==> src/rtl/xyc_trap_rule.sv <==
// Trap rule: a packet sent to the local processing port must be addressed
// to this switch. Combinational.
// Assumes the local port has encoding LOCAL_PORT.
module xyc_trap_rule #(
    parameter int COORD_W    = 3,
    parameter int PORT_W     = 3,
    parameter int LOCAL_PORT = 0
) (
    input  logic [COORD_W-1:0] here_x,
    input  logic [COORD_W-1:0] here_y,
    input  logic [COORD_W-1:0] dst_x,
    input  logic [COORD_W-1:0] dst_y,
    input  logic [PORT_W-1:0]  out_port,
    output logic               trapped
);
    localparam logic [PORT_W-1:0] LOCAL_SEL = PORT_W'(LOCAL_PORT);

    // Local delivery with a destination that is not this switch
    always_comb begin
        trapped = (out_port == LOCAL_SEL) && ((dst_x != here_x) || (dst_y != here_y));
    end
endmodule

==> config.mk <==
export PLATFORM = sky130hd
export DESIGN_NAME = xyc_trap_rule
export DESIGN_NICKNAME = d
export VERILOG_FILES = /design/src/rtl/xyc_trap_rule.sv
export SDC_FILE = /design/constraint.sdc
export NUM_CORES = 1
export LEC_CHECK = 0
export CAP_MARGIN = 10
export CORE_AREA = 2 2 39 41
export DETAILED_ROUTE_END_ITERATION = 10
export DIE_AREA = 0 0 41 43
export GPL_TIMING_DRIVEN = 0
export PLACE_DENSITY_LB_ADDON = 0.12
export SETUP_SLACK_MARGIN = 0.15
export SYNTH_ARGS = -nofsm -noshare
export SYNTH_HDL_FRONTEND = slang
export SYNTH_SLANG_ARGS = --single-unit
==> constraint.sdc <==
create_clock -name vclk -period 1.8
set_input_delay 0.36 -clock vclk [all_inputs]
set_output_delay 0.36 -clock vclk [all_outputs]
set_load 0.01 [all_outputs]
==> flow_summary_export.csv, run 1 <==
group,metric,value,unit
layout,n_clock_buffer,0,
die,die-height,43,um
min_path,hold_end,"trapped",
routing,wire_per_inst,9.73,um
layout,drive_above_1_share,76.0,%
layout,syn2layout_area_growth,332,%
layout,final_nets,42,
layout,fillCellCount,144,
layout,layout.sequential_cells,0,
job,max-cap-violations,0,
synth,syn-num-nets,24,
die,rows,14,
placed_design,gp_congestion,0.458,
routing,drtIter0Drc,0,
timing,holdWs,0.994,ns
synth,synth_top_area_share,67.7,%
synth,synthTopCellsByArea,"xor2_1 68%, a2111oi_2 19%, nor4_1 8.1%",
critical_path,critical_path.top_delay_family,"compound AO/OA/AOI/OAI gates",
routing,routed_via_density,3.00,
synth,synth_common_cells,"6 x xor2_1, 1 x a2111oi_2, 1 x nor2_1, 1 x nor4_1",
timing,rsz0062_at_grt,"yes",
timing,maxSlewHeadroom,83.6,%
timing,finalSetupViolations,0,
layout,final_area,335,um2
routing,drc,0,
power_and_ir_drop,power_density,216,mW/mm2
critical_path,cp-end-kind,"primary output",
placed_design,placed_area,258,um2
synth,synth_area_leader_cell,"xor2_1",
grt,overflow,0,
grt,grt_usage,3.40,%
synth,yosysSeqAreaShare,0,%
synth,yosysMostFrequentCell,"xor2_1",
synth,syn_inst,9,
min_path,hp-start,"out_port[1]",
die,fp.dieW,41,um
placed_design,port_buffers,16,
power_and_ir_drop,ir_drop,28.2,uV
grt,grt_pass1_wl,441,um
placed_design,dp_cells,41,
routing,first_pass_iters,1,
min_path,min_path_cells,3,
synth,ys_warn_count,0,
run_status,status,"completed",
critical_path,crit_fanout,1,
critical_path,arrival,1.22,ns
critical_path,path_cells,"buf_8 > xor2_4 > nor4_4 > a2111oi_2 > buf_2",
critical_path,cp_slowest_cell,"a2111oi_2",
min_path,hold_class,"primary input to primary output",
routing,dr_total_vias,123,
synth,post_synth_instance_area,77.6,um2
layout,instances_no_fill,41,
grt,antenna_found_initial,0,
timing,fmax,631,MHz
die,ios,16,
timing,slew_viol_final,0,
synth,syn_avg_cell_area,8.62,um2
critical_path,crit_type,"primary input to primary output",
timing,finalCriticalPeriod,1.58,ns
layout,diodes,0,
synth,synth_cell_types,4,
critical_path,critPathLaunchType,"primary input",
timing,hold_viol_final,0,
layout,multi_input_area,168,um2
die,core,0.00138,mm2
layout,fin_util,24.2,%
timing,worst_pin_slew,0.245,ns
power_and_ir_drop,power.leakage,0.000135,uW
timing,finalCritPeriodShare,88.0,%
critical_path,worst-path-buf-inv,2,
die,start_util,5.61,%
routing,finalWirelength,399,um
layout,regArea,0,um2
critical_path,cp.required,1.44,ns
power_and_ir_drop,p_total,72.4,uW
grt,grt_pass1_vias,140,
placed_design,hpwl,308,um
grt,grt_max_degree,2,
routing,detail-route-antenna-nets,0,
critical_path,cp_slowest_stage_delay,0.34,ns
cts,cts_setup_buffers,0,
die,die-area,0.00176,mm2
[worst min-delay path, delay by kind of cell]
| family | cells | cell delay [ns] |
|---|---|---|
| buffers and inverters | 2 | 0.22 |
| AOI/OAI and AO/OA | 1 | 0.05 |
[logic make-up after synthesis]
group	count (synthesis)	synth area share, %
AO/OA/AOI/OAI	1	19.3
XOR/XNOR	6	67.7
AND/OR/NAND/NOR	2	12.9
[worst max-delay path by stage]
| stage | start | to | slack [ns] | depth (start not counted) |
|---|---|---|---|---|
| 2_1_floorplan | dst_y[1] | trapped | 0.42 | 3 |
| 3_3_place_gp | dst_x[0] | trapped | -0.58 | 5 |
| 3_5_place_dp | dst_x[2] | trapped | -0.61 | 5 |
| 4_1_cts | here_y[0] | trapped | 0.15 | 5 |
| 5_1_grt | here_x[2] | trapped | 0.12 | 5 |
| 6_report | here_x[2] | trapped | 0.22 | 5 |
[timing repair]
| item | in CTS | in global routing |
|---|---|---|
| cloned | 0 | 0 |
| gates resized for setup | 46 | 19 |
| endpoints found under the hold margin | 0 | 0 |
| setup endpoints to repair | 1 | 1 |
| hold buffers | 0 | 0 |
| pin swaps | 9 | 9 |
[through the flow]
stage / setup slack [ns] / TNS [ns]
after floorplan: 0.423 / 0
after global placement: -0.582 / -0.582
after detailed placement: -0.614 / -0.614
after CTS: 0.151 / 0
after global routing: 0.122 / 0
final: 0.215 / 0
[routing by layer]
layer,vias up,wire [um],global-route usage [%]
met3,0,54,0
li1,61,-,-
met1,54,109,3.16
met2,8,235,7.50
met5,-,0,0
met4,0,0,0
[layout by cell type, fill, tap and decap left out]
master and n:
nor2_1 1, clkdlybuf4s50_1 2, clkbuf_2 3, a2111oi_2 1, buf_4 1, xor2_1 2, buf_8 1, dlymetal6s2s_1 1
xor2_4 4, buf_6 6, nor4_4 1, buf_2 2
[area by class of cell]
| cell class | count | share of cell area [%] |
|---|---|---|
| Timing Repair Buffer | 16 | 44.0 |
| Tap cell | 16 | 5.97 |
| Multi-Input combinational cell | 9 | 50.0 |
[power by group]
| group | internal, uW | switching [uW] | leakage [uW] |
|---|---|---|---|
| registers | 0 | 0 | 0 |
| logic | 44.2 | 28.2 | 0.000135 |
| clock network | 0 | 0 | 0 |
| total | 44.2 | 28.2 | 0.000135 |
Note: power is estimated with default switching activity, not from simulation.
==> inputs of run 2 (changes only) <==
--- a/config.mk
+++ b/config.mk
@@ -5,7 +5,7 @@
 export SDC_FILE = /design/constraint.sdc
 export NUM_CORES = 1
 export LEC_CHECK = 0
-export CAP_MARGIN = 10
+export CAP_MARGIN = 20
 export CORE_AREA = 2 2 39 41
 export DETAILED_ROUTE_END_ITERATION = 10
 export DIE_AREA = 0 0 41 43
==> results of run 2 <==
Same layout as run 1: the final DEF is identical, and so are final timing and power.
